## src/rtl/chain_spi_pkg.sv

```systemverilog
package chain_spi_pkg;
  // strobes from control to datapath, each valid for one system cycle
  typedef struct packed {
    logic load;      // frame accepted: capture fault flags
    logic sample;    // serial clock rose: take data bit
    logic byteDone;  // this sample completes a byte
    logic shift;     // serial clock fell: advance transmit register
    logic commit;    // frame ended with at least one full byte
  } dpStrobe_t;
endpackage

```

## src/rtl/chain_spi_sync.sv

```systemverilog
module chain_spi_sync #(
  parameter int WIDTH  = 3,
  parameter int STAGES = 2
) (
  input  logic             clk,
  input  logic             rstN,
  input  logic [WIDTH-1:0] din,
  output logic [WIDTH-1:0] dout
);
  logic [WIDTH-1:0] stg [STAGES];

  always_ff @(posedge clk or negedge rstN) begin
    if (!rstN) begin
      for (int i = 0; i < STAGES; i++) stg[i] <= '0;
    end else begin
      stg[0] <= din;
      for (int i = 1; i < STAGES; i++) stg[i] <= stg[i-1];
    end
  end

  assign dout = stg[STAGES-1];
endmodule

```

## src/rtl/chain_spi_ctrl.sv

```systemverilog
module chain_spi_ctrl
  import chain_spi_pkg::*;
#(
  parameter int CS_FILT_CYC = 12,
  parameter int MIN_LOW_CYC = 200,
  parameter int BYTE_BITS   = 8
) (
  input  logic      clk,
  input  logic      rstN,
  input  logic      csS,
  input  logic      sclkS,
  output dpStrobe_t strb,
  output logic      frameOn,
  output logic      faultClr
);
  localparam int FW = $clog2(CS_FILT_CYC + 1);
  localparam int LW = $clog2(MIN_LOW_CYC + 1);
  localparam int BW = $clog2(BYTE_BITS);

  logic          sclkPrev;
  logic [FW-1:0] stableCnt;
  logic [LW-1:0] lowCnt;
  logic [BW-1:0] bitCnt;
  logic          gotByte;
  logic          startLow;

  logic armed, filtHit, startEv, endEv, sclkRise, sclkFall, lastBit, frameOk;

  always_comb begin
    armed    = (lowCnt == LW'(MIN_LOW_CYC));
    filtHit  = (csS != frameOn) && (stableCnt == FW'(CS_FILT_CYC - 1));
    startEv  = !frameOn && filtHit && armed;
    endEv    = frameOn && filtHit;
    sclkRise = frameOn && sclkS && !sclkPrev;
    sclkFall = frameOn && !sclkS && sclkPrev;
    lastBit  = (bitCnt == BW'(BYTE_BITS - 1));
    frameOk  = gotByte && (bitCnt == '0) && !sclkS && startLow;

    strb.load     = startEv;
    strb.sample   = sclkRise;
    strb.byteDone = sclkRise && lastBit;
    strb.shift    = sclkFall;
    strb.commit   = endEv && gotByte;
  end

  always_ff @(posedge clk or negedge rstN) begin
    if (!rstN) begin
      sclkPrev  <= 1'b0;
      stableCnt <= '0;
      lowCnt    <= '0;
      bitCnt    <= '0;
      gotByte   <= 1'b0;
      startLow  <= 1'b0;
      frameOn   <= 1'b0;
      faultClr  <= 1'b0;
    end else begin
      sclkPrev <= sclkS;
      faultClr <= endEv && frameOk;

      // select must differ from the frame state for CS_FILT_CYC cycles
      if (csS == frameOn || filtHit) stableCnt <= '0;
      else                           stableCnt <= stableCnt + FW'(1);

      // re-arm timer: counts low time after a frame
      if (endEv)                            lowCnt <= '0;
      else if (!frameOn && !csS && !armed)  lowCnt <= lowCnt + LW'(1);

      if (startEv) begin
        frameOn  <= 1'b1;
        bitCnt   <= '0;
        gotByte  <= 1'b0;
        startLow <= !sclkS;
      end else if (endEv) begin
        frameOn <= 1'b0;
      end else if (sclkRise) begin
        bitCnt <= lastBit ? '0 : bitCnt + BW'(1);
        if (lastBit) gotByte <= 1'b1;
      end
    end
  end
endmodule

```

## src/rtl/chain_spi_dp.sv

```systemverilog
module chain_spi_dp
  import chain_spi_pkg::*;
#(
  parameter int BYTE_BITS = 8
) (
  input  logic                 clk,
  input  logic                 rstN,
  input  dpStrobe_t            strb,
  input  logic                 sdS,
  input  logic [BYTE_BITS-1:0] faultIn,
  output logic [BYTE_BITS-1:0] cmdOut,
  output logic                 txBit
);
  logic [BYTE_BITS-1:0] rxSh, lastByte, txSh;

  always_ff @(posedge clk or negedge rstN) begin
    if (!rstN) begin
      rxSh     <= '0;
      lastByte <= '0;
      txSh     <= '0;
      cmdOut   <= '0;
    end else begin
      if (strb.load) txSh <= faultIn;
      else if (strb.shift) txSh <= {txSh[BYTE_BITS-2:0], rxSh[0]};

      if (strb.sample) begin
        rxSh <= {rxSh[BYTE_BITS-2:0], sdS};
        if (strb.byteDone) lastByte <= {rxSh[BYTE_BITS-2:0], sdS};
      end

      if (strb.commit) cmdOut <= lastByte;
    end
  end

  assign txBit = txSh[BYTE_BITS-1];
endmodule

```

## src/rtl/chain_spi_if.sv

```systemverilog
module chain_spi_if
  import chain_spi_pkg::*;
#(
  parameter int NCH         = 8,
  parameter int SYNC_STAGES = 2,
  parameter int CS_FILT_CYC = 12,
  parameter int MIN_LOW_CYC = 200
) (
  input  logic           clk,
  input  logic           rstN,
  input  logic           csIn,
  input  logic           sclkIn,
  input  logic           sdIn,
  input  logic [NCH-1:0] faultIn,
  output logic [NCH-1:0] cmdOut,
  output logic           faultClr,
  output logic           sdOut,
  output logic           sdOutEn
);
  logic [2:0] syncOut;
  logic       frameOn, txBit;
  dpStrobe_t  strb;

  chain_spi_sync #(.WIDTH(3), .STAGES(SYNC_STAGES)) u_sync (
    .clk(clk), .rstN(rstN),
    .din({csIn, sclkIn, sdIn}), .dout(syncOut)
  );

  chain_spi_ctrl #(
    .CS_FILT_CYC(CS_FILT_CYC), .MIN_LOW_CYC(MIN_LOW_CYC), .BYTE_BITS(NCH)
  ) u_ctrl (
    .clk(clk), .rstN(rstN), .csS(syncOut[2]), .sclkS(syncOut[1]),
    .strb(strb), .frameOn(frameOn), .faultClr(faultClr)
  );

  chain_spi_dp #(.BYTE_BITS(NCH)) u_dp (
    .clk(clk), .rstN(rstN), .strb(strb), .sdS(syncOut[0]),
    .faultIn(faultIn), .cmdOut(cmdOut), .txBit(txBit)
  );

  assign sdOutEn = frameOn;
  assign sdOut   = frameOn & txBit;
endmodule

```

## config.mk

```make
export PLATFORM = sky130hd
export DESIGN_NAME = chain_spi_if
export DESIGN_NICKNAME = d
export VERILOG_FILES = /design/src/rtl/chain_spi_pkg.sv /design/src/rtl/chain_spi_sync.sv /design/src/rtl/chain_spi_ctrl.sv /design/src/rtl/chain_spi_dp.sv /design/src/rtl/chain_spi_if.sv
export SDC_FILE = /design/constraint.sdc
export NUM_CORES = 1
export LEC_CHECK = 0
export CAP_MARGIN = 20
export CORE_AREA = 3 3 84 86
export CTS_CLUSTER_SIZE = 14
export DETAILED_ROUTE_END_ITERATION = 10
export DIE_AREA = 0 0 87 89
export DONT_BUFFER_PORTS = 1
export GPL_TIMING_DRIVEN = 1
export HOLD_SLACK_MARGIN = 0.12
export PLACE_DENSITY = 0.58
export SLEW_MARGIN = 20
export SYNTH_ARGS = -nofsm -noshare
export SYNTH_HDL_FRONTEND = slang
export SYNTH_SLANG_ARGS = --single-unit
```

## constraint.sdc

```tcl
create_clock -name clk -period 1.9 [get_ports clk]
set_input_delay 0.19 -clock clk [delete_from_list [all_inputs] [get_ports clk]]
set_output_delay 0.19 -clock clk [all_outputs]
set_load 0.05 [all_outputs]
```

After elaboration in Yosys (flattened, before gate mapping)
Index checks and enable logic that the tools add are counted.
{"block": "classes", "n_bitwise": 1, "mux": 15, "n_addsub": 3, "reduce_logical": 31, "eq_ne": 6}
{"cell": "$mux W8", "n": 4}
{"cell": "$logic_and A1 B1 Y1", "n": 16}
{"cell": "$mux W3", "n": 4}
{"cell": "$reduce_bool A2 Y1", "n": 5}
{"cell": "$add A8 B1 Y8 const B", "n": 1}
{"cell": "$eq A8 B8 Y1 const B", "n": 1}
{"cell": "$mux W1", "n": 6}
{"cell": "$logic_not A1 Y1", "n": 5}
{"cell": "$add A4 B1 Y4 const B", "n": 1}
{"cell": "$eq A4 B4 Y1 const B", "n": 1}
{"cell": "$mux W4", "n": 1}
{"cell": "$reduce_and A2 Y1", "n": 2}
{"cell": "$add A3 B1 Y3 const B", "n": 1}
{"cell": "$eq A3 B3 Y1 const B", "n": 1}
{"cell": "$logic_not A3 Y1", "n": 1}
{"cell": "$reduce_and A3 Y1", "n": 1}
{"cell": "$ne A2 B1 Y1 const B", "n": 1}
{"cell": "$and A1 B1 Y1", "n": 1}
{"cell": "$eq A1 B1 Y1", "n": 1}
{"cell": "$logic_or A1 B1 Y1", "n": 1}
{"cell": "$ne A1 B1 Y1", "n": 1}
{"block": "totals", "word_cells": 70, "in_bits": 13, "regBits": 57, "out_inout_bits": 11}

Depth between registers and ports, before layout
{"block": "depth", "word_depth": 6, "mapped_depth": 6}

By module
Synthesis repeated with hierarchy kept, for this count alone.
{"block": "unflattened", "cells_unflattened": 203, "hier_area_um2": 2568.7}
{"module": "chain_spi_dp", "area_per_inst_um2": 1263.7, "instances": 1, "seq_area_each_um2": 775.7, "cells_each": 83}
{"module": "chain_spi_ctrl", "area_per_inst_um2": 1126.1, "instances": 1, "seq_area_each_um2": 500.5, "cells_each": 110}
{"module": "chain_spi_sync", "area_per_inst_um2": 172.7, "instances": 1, "seq_area_each_um2": 150.1, "cells_each": 9}
{"module": "chain_spi_if", "area_per_inst_um2": 6.3, "instances": 1, "seq_area_each_um2": 0.0, "cells_each": 1}

Worst setup path before layout
OpenSTA, ideal clock, no wires.
{"block": "synth_path", "path_kind": "register -> register", "start": "reg u_ctrl.frameOn", "end": "reg u_dp.txSh[6]", "setup_slack_ns": -0.347, "stages_incl_launch_ff": 7, "path_buffers": 1, "synth_period_minus_slack_ns": 2.247, "arrival_ns": 2.122, "setup_time_ns": 0.125, "required_time_ns": 1.775, "cell_sequence": "dfrtp_1 inv_1 ha_1 and4b_1 and4_4 buf_6 mux2_2"}
{"block": "synth_between", "elab_chain_len": 5, "word_cells_on_any_way": 9, "classes_between": "eq/ne (1); mux (1); reduce/logical (7)"}
{"item": "from (decl)", "line": "chain_spi_ctrl.sv:13", "text": "output logic frameOn,"}
{"item": "from (signal assigned)", "line": "chain_spi_ctrl.sv:54", "text": "frameOn <= 1'b0;"}
{"item": "from (signal assigned)", "line": "chain_spi_ctrl.sv:69", "text": "frameOn <= 1'b1;"}
{"item": "from (signal assigned)", "line": "chain_spi_ctrl.sv:74", "text": "frameOn <= 1'b0;"}
{"item": "$ne A1 B1 Y1", "line": "chain_spi_ctrl.sv:31", "text": "filtHit = (csS != frameOn) && (stableCnt == FW'(CS_FILT_CYC - 1));"}
{"item": "$logic_and A1 B1 Y1", "line": "chain_spi_ctrl.sv:31"}
{"item": "$logic_and A1 B1 Y1 (2 in series)", "line": "chain_spi_ctrl.sv:32", "text": "startEv = !frameOn && filtHit && armed;"}
{"item": "$mux W8 / $reduce_bool A2 Y1 (equally long branches)"}
{"item": "to (signal assigned)", "line": "chain_spi_dp.sv:23", "text": "if (strb.load) txSh <= faultIn;"}
{"item": "to (signal assigned)", "line": "chain_spi_dp.sv:24", "text": "else if (strb.shift) txSh <= {txSh[BYTE_BITS-2:0], rxSh[0]};"}
{"item": "to (decl)", "line": "chain_spi_dp.sv:14", "text": "logic [BYTE_BITS-1:0] rxSh, lastByte, txSh;"}
Several ways; a longest one is shown, not always the timed one.
A chain may end at the register's enable or synchronous reset.

Worst setup path after layout
Ends and elaborated chain as after synthesis.

==> results.md <==
* Detailed placement HPWL at ~2.8 mm
* Unrepaired setup endpoints after global routing: false
* Highest Signal Layer: met4
* Data required, critical path at ~2.1 ns
* Commonest non-fill, non-tap cells in the layout: 56 x dfrtp_1, 24 x mux2_2, 12 x dlygate4sd3_1, 10 x clkbuf_8, 9 x buf_4
* Post-synth EDFFs at 0
* Worst Skew at roughly 0.0073 ns
* Setup violations, final at 0
* Post-synthesis cell count at ~190
* Crit start category: register
* Core Region at 0.00635 mm²
* Vias in the first global route at approximately 1600
* Inserted Clock Buffers at 9
* Pre-Repair DR Iteration Count at 4
* FFs w/ async S/R, synth at 100%
* Post-Route Setup TNS at 0 ns
* Pleak at between 0.001 and 0.0015 µW
* Die width at just under 90 µm
* Peak supply drop at between 400 and 500 µV
* Area of the die at around 0.0077 mm²
* Synth Warn # at 0
* CTS tree: done
* Post-Route M1 WL at around 2.1 mm
* Residual DRC count at 0
* Most common cell after layout, fill and taps aside: dfrtp_1
* Min Tclk post-route at between 1.5 and 2 ns
* Mux contribution to synthesized area at ~13%
* Dpl cells at between 200 and 300
* Via-to-Cell Ratio at 5.22
* Ports at 24
* Clk_lat worst skew at approximately 0.32 ns
* WP data arrival at roughly 2.0 ns
* CP Class: reg -> reg
* Max-cap violations at 0
* IO Port Bufs at 0
* Area growth, synth to finish at 19.5%
* Synth Area in Compound Gates at under 10%
* Max-slew violation count at 0
* CP Capture Type: register
* Total Wirelength at between 4 and 5 mm
* Outcome: completed
* Pwr dens at approximately 920 mW/mm²
* Final Hold Vio Count at 0
* XOR/XNOR Fraction of Synth Area at 0.701%
* Post-Layout Cell Count at around 300
* Vias post-DR at about 1600
* Clk buf depth at 2
* Clk slew on worst S/H paths at 0.06 ns
* Final GP Congestion at about 0.73
* Worst-path fanout max at 8
* Register area share after synthesis at about 57%
* Layout cells sized above 1 at 28.4%
* Mean area per synthesized cell at between 10 and 15 µm²
* Synthesized area at approximately 0.0025 mm²
* CTS Sinks at 57
* H-tree levels at 3
* Wire length of the first global-routing pass at about 7.6 mm
* Hold crit path type: reg -> reg
* # rows at 29
* Clock Tree Root: clkbuf_8
* Mean routed wirelength per cell at roughly 14 µm
* Max Clk Rate at 563 MHz
* WL met2 at about 1.9 mm
* 1st-iter DRT viols at about 100
* Unique masters post-synth at 40
* Largest net degree at the start of global routing at 58
* Largest family of logic cells by synthesized area: simple AND/OR/NAND/NOR gates
* Worst slew pin tran at approximately 0.50 ns
* Adder-cell share of the synthesized area at under 10%
* # fillers at slightly below 600
* Synth Flop Type: dfrtp_1
* GRT Residual Overflow at 0
* Starting Density at roughly 40%
* Routed met3 length at ~180 µm
* Synthesized net count at about 210
* Initial antenna violation count at 0
* Die height at a little under 90 µm
* Ant diodes at 0
* Post-CTS setup buffers at 0
* Post-Synth Simple-Gate Area at between 10% and 20%
* GRT Util Overall at between 10% and 20%
* Slew Limit Headroom at between 60% and 70%
* Nets at 237
* #FFs+latches synth at 57
* Antenna viol nets, final at 0
* Period utilisation layout at around 94%
==> layer usage <==
metal  global-route usage [%]  vias to the layer above
li1                         -                      747
met1                     17.3                      780
met2                     18.9                       29
met3                     3.96                        6
met4                     7.22                        0
met5                        0                        -
==> worst max-delay path, stage by stage, from the launching register on <==
cell and delay, ns:
dfrtp_2 0.38, inv_4 0.04, ha_4 0.27, and4b_2 0.34, and4_4 0.32, mux2_4 0.31
==> layout make-up <==
type,instances,area [µm²],share of cell area (%)
Inverter,7,28.8,0.964
Clock buffer,11,141,4.74
Sequential cell,57,1430,47.8
Timing Repair Buffer,22,215,7.21
Clock inverter,5,55.1,1.84
Multi-Input combinational cell,120,1020,34.2
Tap cell,77,96.3,3.23
==> what timing repair did <==
item	4_1_cts	5_1_grt
endpoints found under the setup margin	0	9
resized for setup	0	2
endpoints found under the hold margin	68	0
hold buffers	13	0
==> power by group <==
part / switching (µW) / internal [µW]
registers: 82.5 / 1290
clock network: 468 / 637
logic: 137 / 139
==> logic make-up (layout without fill, tap and decap cells) <==
kind of cell,after synthesis,in the layout
AO/OA/AOI/OAI,30,30
XOR/XNOR,2,2
adder cells (fa/ha/maj),7,7
buffers and inverters,12,45
flip-flops,57,57
multiplexers,29,29
AND/OR/NAND/NOR,52,52
==> through the flow <==
| step | cell area [µm²] | power [µW] | hold WS (ns) | setup WS [ns] | util [%] |
|---|---|---|---|---|---|
| global route | 2990 | 2920 | 0.365 | 0.0414 | 47.0 |
| detailed placement | 2640 | 1620 | -0.103 | 0.0242 | 41.6 |
| CTS | 2980 | 2800 | 0.349 | 0.0158 | 47.0 |
| global placement | 2640 | 1610 | -0.103 | 0.0620 | 41.6 |
| finish | 2990 | 2750 | 0.348 | 0.122 | 47.0 |
| floorplan | 2520 | 1550 | -0.106 | 0.00641 | - |
==> registers in the layout, indices dropped and copies added (netlist names) <==
| register | flops |
|---|---|
| u_dp.rxSh | 7 |
| u_ctrl.lowCnt | 8 |
| u_dp.txSh | 8 |
| u_ctrl.faultClr | 1 |
| u_ctrl.bitCnt | 3 |
| u_sync.stg | 3 |
| u_ctrl.stableCnt | 4 |
| u_ctrl.startLow | 1 |
| u_dp.cmdOut | 8 |
| u_ctrl.gotByte | 1 |
| u_ctrl.frameOn | 1 |
| u_ctrl.sclkPrev | 1 |
| u_dp.lastByte | 8 |
| u_sync.dout | 3 |
==> Yosys cell counts (2+ instances only) <==
| library cell | number | area share, % |
|---|---|---|
| o211ai_1 | 2 | 0.60 |
| and3b_1 | 4 | 1.4 |
| a21boi_0 | 3 | 0.90 |
| and2_1 | 8 | 2.0 |
| inv_1 | 7 | 1.1 |
| xor2_1 | 2 | 0.70 |
| or3_1 | 3 | 0.75 |
| buf_6 | 3 | 1.4 |
| dfrtp_1 | 57 | 57 |
| nand3b_1 | 2 | 0.60 |
| nand2_1 | 7 | 1.1 |
| ha_1 | 7 | 3.5 |
| mux2i_1 | 3 | 1.2 |
| and3_1 | 2 | 0.50 |
| a221o_1 | 7 | 2.8 |
| nor2_1 | 5 | 0.75 |
| nand4_1 | 3 | 0.75 |
| nand3_1 | 7 | 1.4 |
| a21oi_1 | 7 | 1.4 |
| o21ai_0 | 6 | 1.2 |
| mux2_2 | 25 | 11 |
==> path summary, 6_finish.rpt <==
check | from | to | slack (ns) | depth (start not counted)
worst max register to register | u_ctrl.frameOn | u_dp.txSh[6] | 0.12 | 5
worst min-delay path | u_sync.stg[5] | u_sync.dout[2] | 0.35 | 0
worst max-delay path | u_ctrl.frameOn | u_dp.txSh[6] | 0.12 | 5
max in group asynchronous | rstN | u_ctrl.startLow | 1.22 | 2
min in group asynchronous | rstN | u_ctrl.lowCnt[0] | 0.43 | 2
worst min register to register | u_sync.stg[5] | u_sync.dout[2] | 0.35 | 0
(Power assumes the default switching activity.)
